[config.mk]
export PLATFORM = sky130hd
export DESIGN_NAME = con_term_ctrl
export DESIGN_NICKNAME = d
export VERILOG_FILES = /design/src/rtl/con_term_pkg.sv /design/src/rtl/con_term_cmd_dec.sv /design/src/rtl/con_term_tx.sv /design/src/rtl/con_term_echo.sv /design/src/rtl/con_term_ctrl.sv
export SDC_FILE = /design/constraint.sdc
export NUM_CORES = 1
export LEC_CHECK = 0
export ABC_AREA = 1
export BUFFER_PORTS_ARGS = -buffer_cell sky130_fd_sc_hd__buf_4
export CORE_ASPECT_RATIO = 1.75
export CORE_UTILIZATION = 40
export CTS_CLUSTER_SIZE = 16
export DETAILED_ROUTE_END_ITERATION = 10
export PLACE_DENSITY_LB_ADDON = 0.08
export SLEW_MARGIN = 15
export SYNTH_ARGS = -nofsm -noshare
export SYNTH_HDL_FRONTEND = slang
export SYNTH_SLANG_ARGS = --single-unit
[constraint.sdc]
create_clock -name clk -period 3.15 [get_ports clk]
set_clock_uncertainty 0.05 [all_clocks]
set_input_delay 0.63 -clock clk [delete_from_list [all_inputs] [get_ports clk]]
set_output_delay 0.63 -clock clk [all_outputs]
set_load 0.05 [all_outputs]
[src/rtl/con_term_pkg.sv]
package con_term_pkg;

    parameter int BYTE_W = 8;
    parameter int ECHO_W = 7;

    // status bit positions
    localparam int ST_OVR  = 7;
    localparam int ST_BRK  = 5;
    localparam int ST_BUSY = 3;
    localparam int ST_EX   = 2;

    // command field low bit positions
    localparam int CF_ARM = 0;
    localparam int CF_RD  = 2;
    localparam int CF_FDX = 4;

    typedef enum logic [1:0] {
        PAIR_HOLD_A = 2'b00,
        PAIR_SET    = 2'b01,
        PAIR_CLR    = 2'b10,
        PAIR_HOLD_B = 2'b11
    } pair_e;

    typedef struct packed {
        logic ovr;
        logic brk;
        logic busy;
    } stat_t;

    typedef struct packed {
        logic rd_mode;
        logic fdx;
        logic arm;
    } mode_t;

    function automatic logic apply_pair(input logic [1:0] fld, input logic cur);
        logic r;
        case (pair_e'(fld))
            PAIR_SET: r = 1'b1;
            PAIR_CLR: r = 1'b0;
            default:  r = cur;
        endcase
        return r;
    endfunction

    function automatic logic [BYTE_W-1:0] pack_status(input stat_t s);
        logic [BYTE_W-1:0] b;
        b          = '0;
        b[ST_OVR]  = s.ovr;
        b[ST_BRK]  = s.brk;
        b[ST_BUSY] = s.busy;
        b[ST_EX]   = s.ovr | s.brk;
        return b;
    endfunction

endpackage

[src/rtl/con_term_cmd_dec.sv]
module con_term_cmd_dec
    import con_term_pkg::*;
(
    input  logic [BYTE_W-1:0] cmd,
    input  mode_t             cur,
    output mode_t             nxt,
    output logic              dir_chg
);
    always_comb begin
        nxt.arm     = apply_pair(cmd[CF_ARM+1:CF_ARM], cur.arm);
        nxt.rd_mode = apply_pair(cmd[CF_RD+1:CF_RD],   cur.rd_mode);
        nxt.fdx     = apply_pair(cmd[CF_FDX+1:CF_FDX], cur.fdx);
        dir_chg     = nxt.rd_mode != cur.rd_mode;
    end
endmodule

[src/rtl/con_term_tx.sv]
module con_term_tx
    import con_term_pkg::*;
(
    input  logic              clk,
    input  logic              rst,
    input  logic              start,
    input  logic [BYTE_W-1:0] din,
    input  logic              done,
    output logic              active,
    output logic              idle_now,
    output logic              cpl,
    output logic [BYTE_W-1:0] char_q
);
    assign cpl      = active & done;
    assign idle_now = ~active | done;

    always_ff @(posedge clk) begin
        if (rst) begin
            active <= 1'b0;
            char_q <= '0;
        end else if (start) begin
            active <= 1'b1;
            char_q <= din;
        end else if (cpl) begin
            active <= 1'b0;
        end
    end

    // a completed transfer with no new write leaves the channel idle
    a_r7_done_ends: assert property (@(posedge clk) disable iff (rst)
        (active && done && !start) |=> !active);
    // a write keeps the byte on the channel
    a_r6_start_holds: assert property (@(posedge clk) disable iff (rst)
        start |=> (active && char_q == $past(din)));
endmodule

[src/rtl/con_term_echo.sv]
module con_term_echo
    import con_term_pkg::*;
(
    input  logic              clk,
    input  logic              rst,
    input  logic              fire,
    input  logic              is_brk,
    input  logic              half,
    input  logic [BYTE_W-1:0] din,
    output logic              echo_v,
    output logic [BYTE_W-1:0] echo_c
);
    localparam logic [BYTE_W-1:0] ECHO_MASK = BYTE_W'((1 << ECHO_W) - 1);

    always_ff @(posedge clk) begin
        if (rst) begin
            echo_v <= 1'b0;
            echo_c <= '0;
        end else begin
            echo_v <= fire & half & ~is_brk;
            if (fire & half & ~is_brk)
                echo_c <= din & ECHO_MASK;
        end
    end

    // an echo only follows a non-break receive
    a_r11_echo_cause: assert property (@(posedge clk) disable iff (rst)
        echo_v |-> ($past(fire) && !$past(is_brk)));
    // echoed bytes never carry bit 7
    a_r11_echo_masked: assert property (@(posedge clk) disable iff (rst)
        echo_v |-> !echo_c[BYTE_W-1]);
endmodule

[src/rtl/con_term_ctrl.sv]
module con_term_ctrl
    import con_term_pkg::*;
(
    input  logic        clk,
    input  logic        rst,
    input  logic        cmd_wr,
    input  logic [7:0]  cmd_data,
    input  logic        rd_en,
    output logic [7:0]  rd_data,
    input  logic        wr_en,
    input  logic [7:0]  wr_data,
    output logic [7:0]  sense_data,
    output logic        irq,
    input  logic        rx_valid,
    input  logic [7:0]  rx_char,
    input  logic        rx_break,
    output logic        tx_valid,
    output logic [7:0]  tx_char,
    input  logic        tx_done,
    output logic        echo_valid,
    output logic [7:0]  echo_char
);
    mode_t             mode_q, mode_d, dec_mode;
    stat_t             st_q, st_d;
    logic              chp_q, chp_d;
    logic              irq_q, irq_d;
    logic [BYTE_W-1:0] rbuf_q, rbuf_d;
    logic              dir_chg;
    logic              tx_start, tx_idle, tx_cpl, tx_act;
    logic              do_rd, do_wr;

    assign do_rd    = rd_en & ~cmd_wr;
    assign do_wr    = wr_en & ~cmd_wr & ~rd_en;
    assign tx_start = do_wr;

    con_term_cmd_dec u_dec (
        .cmd     (cmd_data),
        .cur     (mode_q),
        .nxt     (dec_mode),
        .dir_chg (dir_chg)
    );

    con_term_tx u_tx (
        .clk      (clk),
        .rst      (rst),
        .start    (tx_start),
        .din      (wr_data),
        .done     (tx_done),
        .active   (tx_act),
        .idle_now (tx_idle),
        .cpl      (tx_cpl),
        .char_q   (tx_char)
    );

    con_term_echo u_echo (
        .clk    (clk),
        .rst    (rst),
        .fire   (rx_valid),
        .is_brk (rx_break),
        .half   (~mode_d.fdx),
        .din    (rx_char),
        .echo_v (echo_valid),
        .echo_c (echo_char)
    );

    // ordered update: transmit completion, bus operation, receive
    always_comb begin
        mode_d = mode_q;
        st_d   = st_q;
        chp_d  = chp_q;
        irq_d  = irq_q;
        rbuf_d = rbuf_q;

        if (tx_cpl && !mode_q.rd_mode) begin
            st_d.busy = 1'b0;
            if (mode_q.arm) irq_d = 1'b1;
        end

        if (cmd_wr) begin
            mode_d = dec_mode;
            if (dir_chg) begin
                if (dec_mode.rd_mode ? chp_q : tx_idle) begin
                    st_d.busy = 1'b0;
                    if (dec_mode.arm) irq_d = 1'b1;
                end else begin
                    st_d.busy = 1'b1;
                    irq_d     = 1'b0;
                end
            end else begin
                st_d.ovr = 1'b0;
            end
        end else if (do_rd) begin
            chp_d = 1'b0;
            if (mode_q.rd_mode) begin
                st_d.busy = 1'b1;
                st_d.ovr  = 1'b0;
            end
        end else if (do_wr) begin
            if (!mode_q.rd_mode) st_d.busy = 1'b1;
        end

        if (rx_valid) begin
            st_d.brk = 1'b0;
            if (mode_d.rd_mode) begin
                st_d.busy = 1'b0;
                if (mode_d.arm) irq_d = 1'b1;
                if (chp_d) st_d.ovr = 1'b1;
            end
            chp_d = 1'b1;
            if (rx_break) begin
                st_d.brk = 1'b1;
                rbuf_d   = '0;
            end else begin
                rbuf_d = rx_char;
            end
        end
    end

    always_ff @(posedge clk) begin
        if (rst) begin
            mode_q <= '{rd_mode: 1'b1, fdx: 1'b1, arm: 1'b0};
            st_q   <= '{ovr: 1'b0, brk: 1'b0, busy: 1'b1};
            chp_q  <= 1'b0;
            irq_q  <= 1'b0;
            rbuf_q <= '0;
        end else begin
            mode_q <= mode_d;
            st_q   <= st_d;
            chp_q  <= chp_d;
            irq_q  <= irq_d;
            rbuf_q <= rbuf_d;
        end
    end

    assign rd_data    = rbuf_q;
    assign sense_data = pack_status(st_q);
    assign irq        = irq_q;
    assign tx_valid   = tx_act;

    // state right after reset
    a_r1_reset_state: assert property (@(posedge clk) disable iff (rst)
        $past(rst) |-> (sense_data == 8'h08 && !irq && !tx_valid && !chp_q));
    // the request only falls through a command
    a_r12_irq_level: assert property (@(posedge clk) disable iff (rst)
        (irq && !cmd_wr) |=> irq);
    // a read with no receive leaves nothing pending
    a_r5_read_clears_pend: assert property (@(posedge clk) disable iff (rst)
        (do_rd && !rx_valid) |=> !chp_q);
    // a break loads zero and flags break
    a_r9_break_zero: assert property (@(posedge clk) disable iff (rst)
        (rx_valid && rx_break) |=> (rd_data == '0 && sense_data[ST_BRK]));
    // every receive leaves a character pending
    a_r8_pending_set: assert property (@(posedge clk) disable iff (rst)
        rx_valid |=> chp_q);
    // a write in write mode leaves busy set
    a_r6_write_busy: assert property (@(posedge clk) disable iff (rst)
        (do_wr && !mode_q.rd_mode) |=> sense_data[ST_BUSY]);
    // a command that keeps direction drops overrun unless a receive lands
    a_r4_ovr_cleared: assert property (@(posedge clk) disable iff (rst)
        (cmd_wr && !dir_chg && !rx_valid) |=> !sense_data[ST_OVR]);
endmodule

-- After elaboration in Yosys (flattened, before gate mapping)
Cells that the tools add are included.
- flip-flop bits (word level): 33
- output and inout port bits: 35
- word-level logic and storage cells: 73
- input bits: 32
- bitwise gates (word level): 13
- multiplexer cells: 37
- reduce and logical (&&, ||, !) cells: 3
- equal/unequal tests: 7
- operator list (kind ; count):
    $mux W1 ; 31
    $mux W8 ; 1
    $and A1 B1 Y1 ; 6
    $eq A2 B1 Y1 const B ; 3
    $eq A2 B2 Y1 const B ; 3
    $mux W3 ; 2
    $pmux W1 S2 ; 3
    $not A1 Y1 ; 5
    $or A1 B1 Y1 ; 2
    $reduce_bool A2 Y1 ; 1
    $logic_and A1 B1 Y1 ; 1
    $logic_not A1 Y1 ; 1
    $ne A1 B1 Y1 ; 1

-- Logic depth before layout (Yosys ltp)
- depth after elaboration: 10
- gate-level depth with buffers: 11
- gate-level depth less buffers: 11

-- Cells and area by module
From an unflattened synthesis, not the netlist that was laid out.
- cell total of the unflattened synthesis: 205
- area total of the unflattened synthesis: 1506.4 um^2
- by module, submodules not included (module ; instances ; sequential area each (um^2) ; area an instance (um^2) ; cells an instance):
    con_term_ctrl ; 1 ; 320.3 ; 742.0 ; 96
    con_term_echo ; 1 ; 160.2 ; 347.8 ; 50
    con_term_tx ; 1 ; 180.2 ; 311.5 ; 40
    con_term_cmd_dec ; 1 ; 0.0 ; 105.1 ; 19

-- Worst setup path after synthesis
OpenSTA, ideal clock, no wires.
- path type: input to register
- from: input port cmd_data[3]
- to: register irq_q (netlist: irq)
- cell stages on the path: 8
- data arrival time: 1.499 ns
- path buffers: 0
- setup slack: 1.487 ns
- setup time: 0.113 ns
- cells stage by stage: inv_1 -> ha_1 -> o21ai_0 -> nand2_1 -> nor2_1 -> nand2_1 -> nand3_1 -> nand2_1
- word-level cells in the longest chain between the ends: 9
- RTL lines (item ; RTL line ; RTL):
    start, declared ; con_term_ctrl.sv:7 ; input logic [7:0] cmd_data,
    $eq A2 B2 Y1 or $eq A2 B1 Y1 (tied branches) ; con_term_pkg.sv:38 ; case (pair_e'(fld))
    $pmux W1 S2 * ; con_term_pkg.sv:38 ;
    $mux W1 (2 in series) ; con_term_ctrl.sv:82 ; if (dec_mode.rd_mode ? chp_q : tx_idle) begin
    $mux W1 ; con_term_ctrl.sv:81 ; if (dir_chg) begin
    $mux W1 ; con_term_ctrl.sv:79 ; if (cmd_wr) begin
    $mux W1 ; con_term_ctrl.sv:106 ; if (mode_d.arm) irq_d = 1'b1;
    $mux W1 ; con_term_ctrl.sv:104 ; if (mode_d.rd_mode) begin
    $mux W1 * ; con_term_ctrl.sv:102 ; if (rx_valid) begin
    end signal, assigned ; con_term_ctrl.sv:130 ; irq_q <= irq_d;
    end, declared ; con_term_ctrl.sv:26 ; logic irq_q, irq_d;
Every way passes the cells marked *; elsewhere a longest branch is shown, timed or not.
A chain may end at the register's enable or synchronous reset.

-- Final worst setup path
- from: register st_q, in the netlist sense_data[5]
- to: output port sense_data[2]
- word-level cells in the longest chain between the ends: 1
- RTL lines (item ; RTL line ; RTL):
    start, declared ; con_term_ctrl.sv:24 ; stat_t st_q, st_d;
    start signal, assigned ; con_term_ctrl.sv:122 ; st_q <= '{ovr: 1'b0, brk: 1'b0, busy: 1'b1};
    start signal, assigned ; con_term_ctrl.sv:128 ; st_q <= st_d;
    $or A1 B1 Y1 ; con_term_pkg.sv:52 ; b[ST_EX] = s.ovr | s.brk;
    end, declared ; con_term_ctrl.sv:12 ; output logic [7:0] sense_data,
No other way between the ends.

==> results by group <==
Global routing
  – GRT Util Overall: between 10% and 20%
  – Vias in the first global route: about 1200
  – Initial antenna violation count: 0
  – Largest net degree at the start of global routing: 22
  – Total gr overflow: 0
  – First-pass GRT wire length: around 4900 um

Yosys
  – Most common cell in the netlist: nand2_1
  – Post-synth top cells: nand2_1 (39), nor2_1 (37), dfxtp_1 (33), o21ai_0 (20), inv_1 (15)
  – Post-synth ARST share: 0%
  – Synth cell types: 25
  – Primary FF master, synth: dfxtp_1
  – Seq/Total Area, Yosys: 46.8%
  – Yosys warning count: 0
  – Synth Cell Area: 1410 um^2
  – FF+latch count, synth: 33
  – EDFF count, synth: 0
  – Most area-hungry cell type in the Yosys netlist: dfxtp_1
  – Post-Syn Instances: 193
  – Mean post-synth cell area: 7.31 um^2
  – Top post-synthesis cells by area: dfxtp_1 (47%), nand2_1 (10%), nor2_1 (9.8%), o21ai_0 (7.1%), a21oi_1 (5.0%)
  – Yosys top cell area share: between 40% and 50%

Placement
  – Post-DP HPWL: around 2400 um
  – # placed instances: between 200 and 300
  – PortBufs: 59
  – DP Area: about 1900 um^2
  – Final Wtd Congestion: 0.778
  – DP Worst Slack: approximately 1200 ps

Worst setup path
  – Worst r2r src: mode_q[2]$_SDFF_PP1_
  – Worst path slowest cell: dfxtp_1
  – Startpoint Class: register
  – Critical Path AT: 1070 ps
  – R2R Setup Slk: ~2000 ps
  – CP delay by family, top: flip-flops
  – Critical-path cell list: or2_2 > buf_4
  – CP peak stage delay: ~320 ps
  – Crit Path Max Fanout: 3
  – Critical Path RT: 2470 ps
  – Critical path class: register to output pin
  – Bufs and invs on worst path: 1
  – FF-to-FF End: sense_data[3]$_SDFF_PP1_
  – Crit end category: output pin
  – Reg2Reg Depth: 9

STA
  – Fmax: about 570 MHz
  – Min Hold Slack: roughly 410 ps
  – Final worst slack: about 1400 ps
  – Final Hold Fails: 0
  – Slew @ Worst Pin: between 500 and 600 ps
  – Post-route minimum period: about 1800 ps
  – Tcrit/Tclk final: around 56%
  – Worst relative slew slack: around two thirds
  – Final setup violation count: 0
  – Fin. max-slew vios: 0
  – RSZ-0062 raised after global routing: no
  – Aggregate negative setup slack: 0 ps

Clocking
  – H-tree depth: 2
  – Reg clk slew, reported paths: approximately 70 ps
  – Root buf cell: clkbuf_8
  – Clk_lat worst skew: 280 ps
  – Post_cts resized: 0
  – Clock sinks: 33
  – Clock tree buffer depth: 2
  – CTS tree: done
  – Setup Buffers After CTS: 0
  – Quantity of hold-fixing buffers added after cts: 0
  – CTS Buf Count: 5

Drt
  – DRT iter0 DRCs: 14
  – Pre-antenna DRT Iters: 4
  – Vias/cell: 4.46
  – Final ANT Viol Nets: 0
  – Wire per inst: approximately 10 um
  – DR vias: roughly 1300
  – Routed WL: between 3000 and 4000 um
  – DRC: 0

Power and ir drop
  – Sequential power share: ~44%
  – Worst VDD drop: approximately 340 uV
  – Cell internal pwr: between 0.7 and 0.8 mW
  – Clk pwr share: roughly 33%
  – P per Cell Area: about 520 nW/um^2
  – Combinational group share of total power: between 20% and 30%
  – Leak pwr: a little under 1 nW
  – Sw frac: between 30% and 40%
  – Switching pwr: just over 0.3 mW

Cells and area
  – Nets@finish: about 290
  – Diodes inserted: 0
  – Finished Layout Cells: 300
  – P&R area growth vs syn: 39.4%
  – Proportion of layout cells with a drive suffix above 1: 31.4%
  – Final instance area: 1970 um^2

Die
  – Core area: 3360 um^2
  – Die Area: around 3800 um^2
  – Die height: around 81 um
  – Ports: 67
  – Die width: 46.9 um
  – Initial Utilization: a little over two fifths
  – Num rows: 28

Hold path
  – Hold path start: rd_data[3]$_SDFFE_PP0P_
  – Hold Path Class: register to register
  – Worst Hold Path Cells: 2
  – WHS Endpoint: rd_data[3]$_SDFFE_PP0P_

Job
  – Max-Cap Viols: 0

Status
  – Outcome: completed
cell type report:
cell class / instances / area [um^2]
sequential: 33 / 661
tap: 45 / 56.3
timing repair buffer: 59 / 443
clock buffer: 7 / 96.3
clock inverter: 1 / 5.00
inverter: 20 / 80.1
multi-input combinational: 135 / 626
fill: 360 / 1400
sequential cells by signal (all words and copies together) (netlist names):
signal / cells
u_tx.char_q: 8
u_echo.echo_v: 1
rd_data: 8
u_tx.active: 1
chp_q: 1
sense_data: 3
mode_q: 3
irq: 1
u_echo.echo_c: 7
worst register-to-register path: stages, from the launching register on:
cell and delay (ps):
dfxtp_1 360, inv_2 80, nand2_1 80, nand2_1 70, nand2_1 60, nand2_1 70
nor2_2 140, inv_1 60, nand2_1 60, nand2_1 40
per-layer routing:
metal  up-vias  global-route usage [%]  part of all wire [%]
li1        716                       -                     -
met4         0                    7.71                   2.0
met3         8                    4.49                   5.0
met2        40                    28.6                    51
met5         -                       0                     0
met1       575                    21.1                    42
worst max path at each step:
stage                                          start              to  slack, ps  depth (start not counted)
after floorplan                          cmd_data[3]  irq$_SDFF_PP0_       1490                          8
after global placement                   cmd_data[2]  irq$_SDFF_PP0_       1230                          8
after detailed placement                 cmd_data[2]  irq$_SDFF_PP0_       1210                          8
after CTS                 sense_data[5]$_SDFFE_PP0P_   sense_data[2]       1390                          2
after global routing        sense_data[7]$_SDFF_PP0_   sense_data[2]       1360                          2
final                     sense_data[5]$_SDFFE_PP0P_   sense_data[2]       1400                          2
power by group through the flow:
| stage | sequential (mW) | combinational (mW) | clock [mW] |
|---|---|---|---|
| 5_1_grt | 0.453 | 0.253 | 0.370 |
| 6_report | 0.451 | 0.234 | 0.343 |
| 4_1_cts | 0.451 | 0.236 | 0.352 |
| 3_5_place_dp | 0.460 | 0.235 | 0 |
| 2_1_floorplan | 0.526 | 0.0959 | 0 |
| 3_3_place_gp | 0.460 | 0.234 | 0 |
per-stage QoR:
step	total power, mW	util [%]
4_1_cts	1.04	58.5
6_report	1.03	58.5
3_3_place_gp	0.694	55.5
2_1_floorplan	0.622	-
5_1_grt	1.08	58.5
3_5_place_dp	0.696	55.5
cell families (layout without fill, tap and decap cells):
logic type	count (synthesis)	in the layout	share of synthesized area, %
other	1	5	0.266
AOI/OAI and AO/OA	37	37	13.7
buffers and inverters	29	87	9.93
and+or+nand+nor	90	90	26.6
DFF	33	33	46.8
adders and majority gates	3	3	2.66
cells in the final DEF, fill, tap and decap left out, types with 5 or more instances in the layout:
master	count
nand2_1	39
a21oi_1	14
o21ai_0	20
nand3_1	5
buf_4	59
conb_1	5
inv_1	15
clkbuf_8	7
nor2_1	37
dfxtp_1	33
Note: power is estimated with default switching activity, not from simulation.
